[src/rtl/ga_pkg.sv]
// Shared definitions for the global address extension annex.
// Assumes the cache-mode field is always two bits wide.
package ga_pkg;
    localparam int MODE_W = 2;

    typedef enum logic [MODE_W-1:0] {
        CM_UNCACHED = 2'b00,
        CM_CACHED   = 2'b01,
        CM_RSV_A    = 2'b10,
        CM_RSV_B    = 2'b11
    } cmode_e;
endpackage

[src/rtl/ga_annex_regs.sv]
// Annex entry storage: one PE number and one cache mode per entry.
// Assumes node_pe is stable while reset is applied; reset loads it.
module ga_annex_regs
    import ga_pkg::*;
#(
    parameter int IDX_W = 5,
    parameter int PE_W  = 11,
    localparam int ENTRIES = 1 << IDX_W
) (
    input  logic              clk,
    input  logic              rst_n,
    input  logic [PE_W-1:0]   node_pe,
    input  logic              wr_en,
    input  logic [IDX_W-1:0]  wr_idx,
    input  logic [PE_W-1:0]   wr_pe,
    input  logic [MODE_W-1:0] wr_mode,
    output logic [PE_W-1:0]   ent_pe   [ENTRIES],
    output logic [MODE_W-1:0] ent_mode [ENTRIES]
);
    for (genvar g = 0; g < ENTRIES; g++) begin : g_ent
        // Hold entry g; reload to node/uncached on reset, update on a matching write.
        always_ff @(posedge clk) begin
            if (!rst_n) begin
                ent_pe[g]   <= node_pe;
                ent_mode[g] <= CM_UNCACHED;
            end else if (wr_en && (wr_idx == IDX_W'(g))) begin
                ent_pe[g]   <= wr_pe;
                ent_mode[g] <= wr_mode;
            end
        end
    end
endmodule

[src/rtl/ga_annex_lookup.sv]
// Combinational translation: splits the address, selects an entry,
// compares its PE with the node PE and decodes the cache mode.
module ga_annex_lookup
    import ga_pkg::*;
#(
    parameter int PADDR_W = 34,
    parameter int IDX_W   = 5,
    parameter int PE_W    = 11,
    localparam int ENTRIES = 1 << IDX_W,
    localparam int OFF_W   = PADDR_W - IDX_W
) (
    input  logic [PADDR_W-1:0] addr,
    input  logic [PE_W-1:0]    node_pe,
    input  logic [PE_W-1:0]    ent_pe   [ENTRIES],
    input  logic [MODE_W-1:0]  ent_mode [ENTRIES],
    output logic [PE_W-1:0]    sel_pe,
    output logic [MODE_W-1:0]  sel_mode,
    output logic [OFF_W-1:0]   offset,
    output logic               is_local,
    output logic               cacheable
);
    logic [IDX_W-1:0] idx;

    // Split the processor address into entry index and offset.
    always_comb begin
        idx    = addr[PADDR_W-1:OFF_W];
        offset = addr[OFF_W-1:0];
    end

    // Select the entry and derive the steering and caching decisions.
    always_comb begin
        sel_pe    = ent_pe[idx];
        sel_mode  = ent_mode[idx];
        is_local  = (sel_pe == node_pe);
        cacheable = (sel_mode == CM_CACHED);
    end
endmodule

[src/rtl/ga_annex_steer.sv]
// Output stage: registers one translated access and raises exactly one
// of the local/remote valids. Assumes a single access per cycle.
module ga_annex_steer
    import ga_pkg::*;
#(
    parameter int PE_W  = 11,
    parameter int OFF_W = 29
) (
    input  logic              clk,
    input  logic              rst_n,
    input  logic              in_valid,
    input  logic              in_local,
    input  logic [PE_W-1:0]   in_pe,
    input  logic [OFF_W-1:0]  in_offset,
    input  logic [MODE_W-1:0] in_mode,
    input  logic              in_cached,
    output logic              out_local,
    output logic              out_remote,
    output logic [PE_W-1:0]   out_pe,
    output logic [OFF_W-1:0]  out_offset,
    output logic [MODE_W-1:0] out_mode,
    output logic              out_cached
);
    // Steering valids: cleared on reset, one-hot on a valid access.
    always_ff @(posedge clk) begin
        if (!rst_n) begin
            out_local  <= 1'b0;
            out_remote <= 1'b0;
        end else begin
            out_local  <= in_valid && in_local;
            out_remote <= in_valid && !in_local;
        end
    end

    // Payload: captured with each valid access, held otherwise.
    always_ff @(posedge clk) begin
        if (!rst_n) begin
            out_pe     <= '0;
            out_offset <= '0;
            out_mode   <= CM_UNCACHED;
            out_cached <= 1'b0;
        end else if (in_valid) begin
            out_pe     <= in_pe;
            out_offset <= in_offset;
            out_mode   <= in_mode;
            out_cached <= in_cached;
        end
    end
endmodule

[src/rtl/ga_annex.sv]
// Global address extension annex top. Translates a processor physical
// address into {PE, offset} through a written entry table and steers it
// local or remote. Writes are seen by accesses on the following cycle.
module ga_annex
    import ga_pkg::*;
#(
    parameter int PADDR_W = 34,
    parameter int IDX_W   = 5,
    parameter int PE_W    = 11,
    localparam int ENTRIES = 1 << IDX_W,
    localparam int OFF_W   = PADDR_W - IDX_W
) (
    input  logic               clk,
    input  logic               rst_n,
    input  logic [PE_W-1:0]    node_pe,
    input  logic               cfg_we,
    input  logic [IDX_W-1:0]   cfg_idx,
    input  logic [PE_W-1:0]    cfg_pe,
    input  logic [1:0]         cfg_mode,
    input  logic               acc_valid,
    input  logic [PADDR_W-1:0] acc_addr,
    output logic               out_local,
    output logic               out_remote,
    output logic [PE_W-1:0]    out_pe,
    output logic [OFF_W-1:0]   out_offset,
    output logic [1:0]         out_mode,
    output logic               out_cached
);
    logic [PE_W-1:0]   ent_pe   [ENTRIES];
    logic [MODE_W-1:0] ent_mode [ENTRIES];
    logic [PE_W-1:0]   sel_pe;
    logic [MODE_W-1:0] sel_mode;
    logic [OFF_W-1:0]  offset;
    logic              is_local;
    logic              cacheable;

    ga_annex_regs #(.IDX_W(IDX_W), .PE_W(PE_W)) u_regs (
        .clk(clk), .rst_n(rst_n), .node_pe(node_pe),
        .wr_en(cfg_we), .wr_idx(cfg_idx), .wr_pe(cfg_pe), .wr_mode(cfg_mode),
        .ent_pe(ent_pe), .ent_mode(ent_mode)
    );

    ga_annex_lookup #(.PADDR_W(PADDR_W), .IDX_W(IDX_W), .PE_W(PE_W)) u_lookup (
        .addr(acc_addr), .node_pe(node_pe),
        .ent_pe(ent_pe), .ent_mode(ent_mode),
        .sel_pe(sel_pe), .sel_mode(sel_mode), .offset(offset),
        .is_local(is_local), .cacheable(cacheable)
    );

    ga_annex_steer #(.PE_W(PE_W), .OFF_W(OFF_W)) u_steer (
        .clk(clk), .rst_n(rst_n), .in_valid(acc_valid), .in_local(is_local),
        .in_pe(sel_pe), .in_offset(offset), .in_mode(sel_mode), .in_cached(cacheable),
        .out_local(out_local), .out_remote(out_remote), .out_pe(out_pe),
        .out_offset(out_offset), .out_mode(out_mode), .out_cached(out_cached)
    );
endmodule

[config.mk]
export PLATFORM = sky130hd
export DESIGN_NAME = ga_annex
export DESIGN_NICKNAME = d
export VERILOG_FILES = /design/src/rtl/ga_pkg.sv /design/src/rtl/ga_annex_regs.sv /design/src/rtl/ga_annex_lookup.sv /design/src/rtl/ga_annex_steer.sv /design/src/rtl/ga_annex.sv
export SDC_FILE = /design/constraint.sdc
export NUM_CORES = 1
export LEC_CHECK = 0
export BUFFER_PORTS_ARGS = -buffer_cell sky130_fd_sc_hd__clkbuf_2
export CAP_MARGIN = 10
export CORE_ASPECT_RATIO = 1.75
export CORE_UTILIZATION = 55
export DETAILED_ROUTE_END_ITERATION = 7
export HOLD_SLACK_MARGIN = 0.12
export PLACE_DENSITY = 0.78
export SLEW_MARGIN = 20
export SYNTH_ARGS = -nofsm -noshare
export SYNTH_HDL_FRONTEND = slang
export SYNTH_SLANG_ARGS = --single-unit
[constraint.sdc]
create_clock -name clk -period 3.37 [get_ports clk]
set_input_delay 0.674 -clock clk [delete_from_list [all_inputs] [get_ports clk]]
set_output_delay 0.674 -clock clk [all_outputs]
set_load 0.02 [all_outputs]
---- Yosys cells after proc, flatten, opt, wreduce, memory -nomap -nowiden ----
Cells that the tools add are included.
word-level totals
  word-level logic and storage cells ...... 243
  bits in registers ....................... 461
cells by class
  muxes and demuxes ....................... 70
  magnitude comparators ................... 1
  reductions and logical operators ........ 36
  bitwise gates (word level) .............. 1
  eq/ne operators ......................... 65
operators by type and width
  kind                                                                      count
  11-bit 2-to-1 mux                                                         66
  5-bit equality test (second input constant)                               16
  2-bit by 1-bit inequality test with 1-bit output (second input constant)  32
  11-bit binary-select mux with 5-bit select                                1
  5-bit by 4-bit equality test with 1-bit output (second input constant)    8
  1-bit logical AND                                                         34
  5-bit by 3-bit equality test with 1-bit output (second input constant)    4
  11-bit equality test                                                      1
  2-bit binary-select mux with 5-bit select                                 1
  5-bit by 2-bit equality test with 1-bit output (second input constant)    2
  6-bit greater-or-equal comparator (second input constant)                 1
  5-bit NOT with 6-bit output                                               1
  5-bit by 1-bit equality test with 1-bit output (second input constant)    1
  5-bit logical NOT                                                         1
  2-bit 2-to-1 mux                                                          2
  2-bit by 1-bit equality test with 1-bit output (second input constant)    1
  1-bit logical NOT                                                         1

---- Logic depth before layout (Yosys ltp) ----
Gate-level depths: netlist of the first run.
  word-level depth ........................ 7
  gate-level depth with buffers ........... 13
  mapped depth without buffers ............ 7

---- Hierarchy ----
A second synthesis of the first run with hierarchy kept.
unflattened totals
  cells, all modules ...................... 1,165
  area total of the unflattened synthesis .. 18,916.9 um^2
modules (own cells, without submodules)
  module           sequential area each (um^2)  cells an instance  area each (um^2)  times used
  ga_annex_regs    11,851.4                     655                13,334.0          1
  ga_annex_lookup  0.0                          367                3,862.5           1
  ga_annex_steer   900.9                        143                1,720.4           1

---- Least setup slack after synthesis of the first run ----
OpenSTA, ideal clock, no wires.
  path kind ............................... in2reg
  from .................................... input acc_addr[30]
  to ...................................... register u_steer.out_remote
  slack ................................... 0.089 ns
  arrival ................................. 3.156 ns
  setup time .............................. 0.125 ns
  stages on the path ...................... 9
  data required time ...................... 3.245 ns
  cells stage by stage .................... clkbuf_1 > buf_2 > buf_1 > clkbuf_1 > mux4_2 > mux2i_1 > xor2_1 > nand3_1 > o41a_1
between the ends
  longest elaborated chain between the ends .. 7
RTL lines
  element                                                RTL line               text
  start: declaration                                     ga_annex.sv:21         input logic [PADDR_W-1:0] acc_addr,
  5-bit NOT with 6-bit output (implied by the code)      ga_annex_lookup.sv:32  sel_pe = ent_pe[idx];
  11-bit binary-select mux with 5-bit select             ga_annex_lookup.sv:32
  11-bit 2-to-1 mux (implied by the code) (2 in series)  ga_annex_lookup.sv:32
  11-bit equality test                                   ga_annex_lookup.sv:34  is_local = (sel_pe == node_pe);
  1-bit logical NOT                                      ga_annex_steer.sv:31   out_remote <= in_valid && !in_local;
  1-bit logical AND                                      ga_annex_steer.sv:31
  end signal: assignment                                 ga_annex_steer.sv:31
  end: declaration                                       ga_annex_steer.sv:18   output logic out_remote,
Every way passes these cells. The select of a mux whose other input is x is not followed.
A chain may end at the register's enable or synchronous reset.

---- Final worst setup path of the first run ----
  from .................................... input acc_addr[29]
  to ...................................... register u_steer.out_remote
The elaborated chain is that of the path after synthesis.

==> results.toml, run 1 <==
[power_and_ir_drop]
peakVddDrop_v = 0.000380
powerDensity_mw_per_mm2 = 579
leakage_nw = 7.96

[worst_setup_path]
worstSetupStartpointType = "input port"
path_class = "in -> reg"
cp_common_cell = "mux4_2"
slowest_stage = "mux4_2"
path_cells = "clkbuf_8 -> buf_12 -> mux4_2 -> mux4_2 -> mux2i_1 -> xor2_1 -> nand3_1 -> o41a_1"
required_ns = 3.79
r2r_start = "u_regs.ent_pe[287]$_DFFE_PP_"
crit_path_max_fanout = 24
timing.rr.end = "u_steer.out_remote$_SDFF_PN0_"
worstPathArrival_ns = 3.34
max_stage_delay_ns = 0.54
r2r_cells = 7
crit_path_end_kind = "flop"
r2r_setup_slack_ns = 0.62

[sta]
fin_crit_ns = 2.91
finalSetupViolCount = 0
tightestPinTransition_ns = 0.798
drv_slew = 0
fin_skew_ns = 0.0138
relSlewSlack = 0.466
hold_viol_final = 0
period_share = 0.865
fmax_ghz = 0.343
rsz0062_at_grt = "false"
setup_ws_ns = 0.456

[hold_path]
hp-class = "in -> reg"
min_from = "acc_addr[24]"
hold_path_depth = 3
hold_end = "u_steer.out_offset[24]$_SDFFE_PN0P_"

[cells_and_area]
antenna_cells = 0
fin_area_mm2 = 0.0215
drive_gt1_frac = 0.266
multi_input_area_mm2 = 0.00564
syn_to_final_growth_pct = 14.7
layout.nets = 1409
stdcell_count = 1826
register_area_mm2 = 0.0128
fin_util = 0.640
fillers = 2415

[logic_synthesis]
ys_types = 46
synth_ff_type = "edfxtp_1"
ys_seq_area_frac = 0.680
synth_top_area_frac = 0.563
yosysTopAreaCell = "edfxtp_1"
synthArstFlopShare = 0
synth-seq-cells = 461
synth_area_leaders = "edfxtp_1 (56%), dfxtp_1 (12%), mux4_2 (10%), mux2i_1 (6.3%), nand2_1 (2.1%)"
syn_area_per_cell_um2 = 15.9
ys_warn_count = 0
synth_nets = 1245
synth_edf_count = 352
netlist_area_mm2 = 0.0188
syn_inst = 1178

[floorplan]
fp.dieArea_mm2 = 0.0349
die_w_um = 142
ios = 112
die_y_um = 246
core-area_mm2 = 0.0336
start_util = 0.558
rows = 89

[placement]
dp_hpwl_mm = 30.7
gp_congestion = 0.866
dp_cells = 1756
placed_cell_area_mm2 = 0.0203
port_buffers = 111
place_ws_ns = -0.0209

[clocking]
cts_tree = "done"
clk_pin_slew_ns = 0.06
cts_resized = 0
max-clock-path-buffers = 3
clk_latency_ns = 0.54
cts_buffers = 39
ctsHoldBuffers = 0
htreeDepth = 2
post-cts-setup-buffers = 0
cts.sinks = 461
clock-root-buffer = "clkbuf_16"

[drt]
routed_via_density = 6.09
drc = 0
post_drt_wl_per_cell_um = 25.5
num_vias = 11100
totalWireLength_mm = 46.5
ant_nets = 0
dr.pass1.iters = 5
drt_iter0_markers = 916

[global_route]
grt_use_total = 0.273
grt_overflow = 0
grt_pass1_vias = 11200
grt_pass1_wl_mm = 68.0
grt_max_degree = 62
antenna_found_initial = 0

[outcome]
outcome = "finished clean"

[run]
max-cap-violations = 0
## placed cells by master, fill, tap and decap left out, types with 29 or more instances in the layout
cell type and count:
mux2i_1 119, edfxtp_1 352, a21boi_0 49, nand3_1 43, clkbuf_16 39, buf_4 82, nor2b_1 55, nand2_1 107
mux4_2 84, o21ai_0 29, dfxtp_1 109, clkbuf_2 109
## kinds of logic after synthesis
| family | after synthesis | share of synthesized area |
|---|---|---|
| xor+xnor | 9 | 0.00420 |
| compound gates | 146 | 0.0547 |
| simple gates | 264 | 0.0682 |
| buf+inv | 80 | 0.0199 |
| mux | 218 | 0.173 |
| flops | 461 | 0.680 |
## worst max path at each step
stage | cells past startpoint | end | start
2_1_floorplan | 9 | u_steer.out_remote$_SDFF_PN0_ | acc_addr[30]
3_3_place_gp | 8 | u_steer.out_remote$_SDFF_PN0_ | acc_addr[29]
3_5_place_dp | 8 | u_steer.out_remote$_SDFF_PN0_ | acc_addr[29]
4_1_cts | 8 | u_steer.out_remote$_SDFF_PN0_ | acc_addr[29]
5_1_grt | 8 | u_steer.out_remote$_SDFF_PN0_ | acc_addr[29]
6_report | 8 | u_steer.out_remote$_SDFF_PN0_ | acc_addr[29]
## layer usage
metal,global-route usage,share of wire
met3,0.0325,0.056
met2,0.505,0.55
met5,0,0
met4,0.165,0.063
met1,0.297,0.33
## per-stage QoR
stage	setup TNS (ns)	hold WS [ns]	power, mW
after global placement	-0.00357	0.450	8.14
after global routing	0	0.394	12.8
after detailed placement	-0.0209	0.456	8.20
final	0	0.396	12.5
after CTS	0	0.383	12.5
after floorplan	0	0.440	7.63
## synth_stat cells, drive strengths merged, types with 23 or more instances
master	count
nor2b	55
nand3	43
o21ai	42
mux2i	119
mux4	84
nand2	107
a22oi	23
nor2	24
clkbuf	48
dfxtp	109
a21boi	49
buf	29
edfxtp	352
## worst max-delay path: cells and delay by family
family	cells	cell delay (ns)
buffers and inverters	2	0.48
XOR/XNOR	1	0.25
AND/OR/NAND/NOR	1	0.11
multiplexers	3	1.39
AO/OA/AOI/OAI	1	0.41
## state kept, by name, summed over array words and instances (netlist names)
signal and count:
u_steer.out_cached 1, u_regs.ent_mode 64, u_steer.out_offset 29, u_regs.ent_pe 352
u_steer.out_pe 11, u_steer.out_mode 2, u_steer.out_local 1, u_steer.out_remote 1
## where the power goes
group | switching, mW | total [mW] | internal, mW
combinational | 0.759 | 1.29 | 0.530
clock | 1.98 | 4.38 | 2.40
sequential | 0.156 | 6.81 | 6.65
## cell type report
class,count,area share
Timing Repair Buffer,200,0.0620
Inverter,3,0.000523
Multi-Input combinational cell,637,0.262
Clock buffer,50,0.0496
Tap cell,455,0.0264
Sequential cell,461,0.592
Clock inverter,20,0.00715
Power figures use the tool's default switching activity.
==> inputs of run 2 (changes only) <==
--- a/config.mk
+++ b/config.mk
@@ -8,10 +8,10 @@
 export BUFFER_PORTS_ARGS = -buffer_cell sky130_fd_sc_hd__clkbuf_2
 export CAP_MARGIN = 10
 export CORE_ASPECT_RATIO = 1.75
-export CORE_UTILIZATION = 55
+export CORE_UTILIZATION = 60
 export DETAILED_ROUTE_END_ITERATION = 7
 export HOLD_SLACK_MARGIN = 0.12
-export PLACE_DENSITY = 0.78
+export PLACE_DENSITY = 0.81
 export SLEW_MARGIN = 20
 export SYNTH_ARGS = -nofsm -noshare
 export SYNTH_HDL_FRONTEND = slang
==> constraint.sdc (replaced) <==
create_clock -name clk -period 2.9 [get_ports clk]
set_input_delay 0.58 -clock clk [delete_from_list [all_inputs] [get_ports clk]]
set_output_delay 0.58 -clock clk [all_outputs]
set_load 0.02 [all_outputs]
==> results.toml, run 2 (same netlist as run 1, synthesis figures left out) <==
[floorplan]
die_w_um = 136
start_util = 0.611
ios = 112
fp.dieArea_mm2 = 0.0320
die_y_um = 236
core-area_mm2 = 0.0307
rows = 85

[global_route]
antenna_found_initial = 0
grt_use_total = 0.306
grt_overflow = 0
grt_max_degree = 47
grt_pass1_wl_mm = 70.0
grt_pass1_vias = 11800

[run]
max-cap-violations = 0

[hold_path]
hold_end = "u_steer.out_offset[27]$_SDFFE_PN0P_"
min_from = "acc_addr[27]"
hp-class = "in -> reg"
hold_path_depth = 3

[power_and_ir_drop]
p_int_mw = 11.7
power_switching_mw = 3.40
powerDensity_mw_per_mm2 = 685
pwr-share-seq = 0.525
peakVddDrop_v = 0.000468
leakage_nw = 8.25
report.power.total_mw = 15.0
clockPowerShare = 0.370
comb_power_share = 0.105
swShare = 0.226

[sta]
holdWs_ns = 0.297
setup_ws_ns = 0.166
drv_slew = 0
period_share = 0.943
relSlewSlack = 0.483
hold_viol_final = 0
fin_crit_ns = 2.73
finalSetupViolCount = 0
fmax_ghz = 0.366
rsz0062_at_grt = "false"
fin_skew_ns = 0.0147
tightestPinTransition_ns = 0.772

[clocking]
cts.sinks = 461
max-clock-path-buffers = 3
ctsHoldBuffers = 0
clk_pin_slew_ns = 0.07
post-cts-setup-buffers = 0
cts_resized = 0
clk_latency_ns = 0.55
clock-root-buffer = "clkbuf_16"
htreeDepth = 2
cts_buffers = 39
cts_tree = "done"

[worst_setup_path]
r2r_start = "u_regs.ent_pe[183]$_DFFE_PP_"
crit_family = "multiplexers"
crit_path_end_kind = "flop"
crit_start = "acc_addr[29]"
cp_common_cell = "mux4_2"
max_stage_delay_ns = 0.53
timing.rr.end = "u_steer.out_remote$_SDFF_PN0_"
path_class = "in -> reg"
crit_path_max_fanout = 11
path_cells = "clkbuf_8 -> buf_12 -> mux4_2 -> mux4_2 -> mux2i_1 -> xor2_1 -> nand3_1 -> o41a_1"
crit_cells = 8
slowest_stage = "mux4_2"
required_ns = 3.32
worstPathArrival_ns = 3.16
r2r_cells = 6
crit_buf_inv = 2
r2r_setup_slack_ns = 0.18
worstSetupStartpointType = "input port"

[cells_and_area]
layout.nets = 1448
syn_to_final_growth_pct = 17.0
largest_register_ffs = 352
final_cell_mix = "edfxtp_1 (352), mux2i_1 (119), buf_4 (117)"
largest-register = "u_regs.ent_pe"
fin_util = 0.714
reg_top3 = "u_regs.ent_pe: 352 flops, u_regs.ent_mode: 64 flops, u_steer.out_offset: 29 flops"
fin_area_mm2 = 0.0220
drive_gt1_frac = 0.291
antenna_cells = 0
layout_commonest_cell = "edfxtp_1"

[drt]
num_vias = 11400
drt_iter0_markers = 1066
totalWireLength_mm = 47.0
ant_nets = 0
dr.pass1.iters = 5
drc = 0
post_drt_wl_per_cell_um = 26.1
routed_via_density = 6.31

[placement]
dp_hpwl_mm = 31.3
placed_cell_area_mm2 = 0.0206
place_ws_ns = -0.344
gp_congestion = 0.914
port_buffers = 111

[outcome]
outcome = "finished clean"
## run 2: cell count changes in the layout (fill, tap and decap cells not counted), moves of 3 or more
cell / delta
clkinv_1: -3
buf_4: +35
bufinv_16: +4
clkinv_4: +3
buf_12: +4
## run 2: metrics by stage
| stage | cells | setup TNS (ns) |
|---|---|---|
| 6_report | 1802 | 0 |
| 5_1_grt | 1802 | 0 |
| 4_1_cts | 1802 | 0 |
| 3_5_place_dp | 1731 | -1.11 |
| 3_3_place_gp | 1731 | -0.838 |
| 2_1_floorplan | 1178 | -0.00672 |
## run 2: worst min-delay path, stage by stage
cell and delay, ns:
clkbuf_2 0.08, mux2i_1 0.05, nor2b_1 0.09
## run 2: layout make-up
type	count	area [um2]
multi-input cells	637	5650
flip-flops and latches	461	12800
clock inverters	21	265
fillers	1885	8780
clock buffers	50	1110
inverters	3	11.3
well taps	391	489
repair buffers	239	1680
## run 2: worst max-delay path by stage
stage                                                to  slack [ns]
final                     u_steer.out_remote$_SDFF_PN0_        0.17
after global routing      u_steer.out_remote$_SDFF_PN0_        0.07
after CTS                 u_steer.out_remote$_SDFF_PN0_        0.19
after detailed placement  u_steer.out_remote$_SDFF_PN0_       -0.34
after global placement    u_steer.out_remote$_SDFF_PN0_       -0.30
after floorplan           u_steer.out_remote$_SDFF_PN0_      -0.007
## run 2: routing by layer
metal,vias up,part of all wire,track usage
li1,4944,-,-
met2,535,0.54,0.542
met5,-,0,0
met3,172,0.062,0.0372
met1,5728,0.33,0.340
met4,0,0.069,0.202
## run 2: power by group through the flow
stage               combinational (mW)  sequential (mW)  clock [mW]
finish                            1.59             7.90        5.56
global route                      1.66             7.94        5.83
CTS                               1.57             7.90        5.60
detailed placement                1.56             8.03           0
global placement                  1.51             7.99           0
floorplan                        0.874             8.01           0
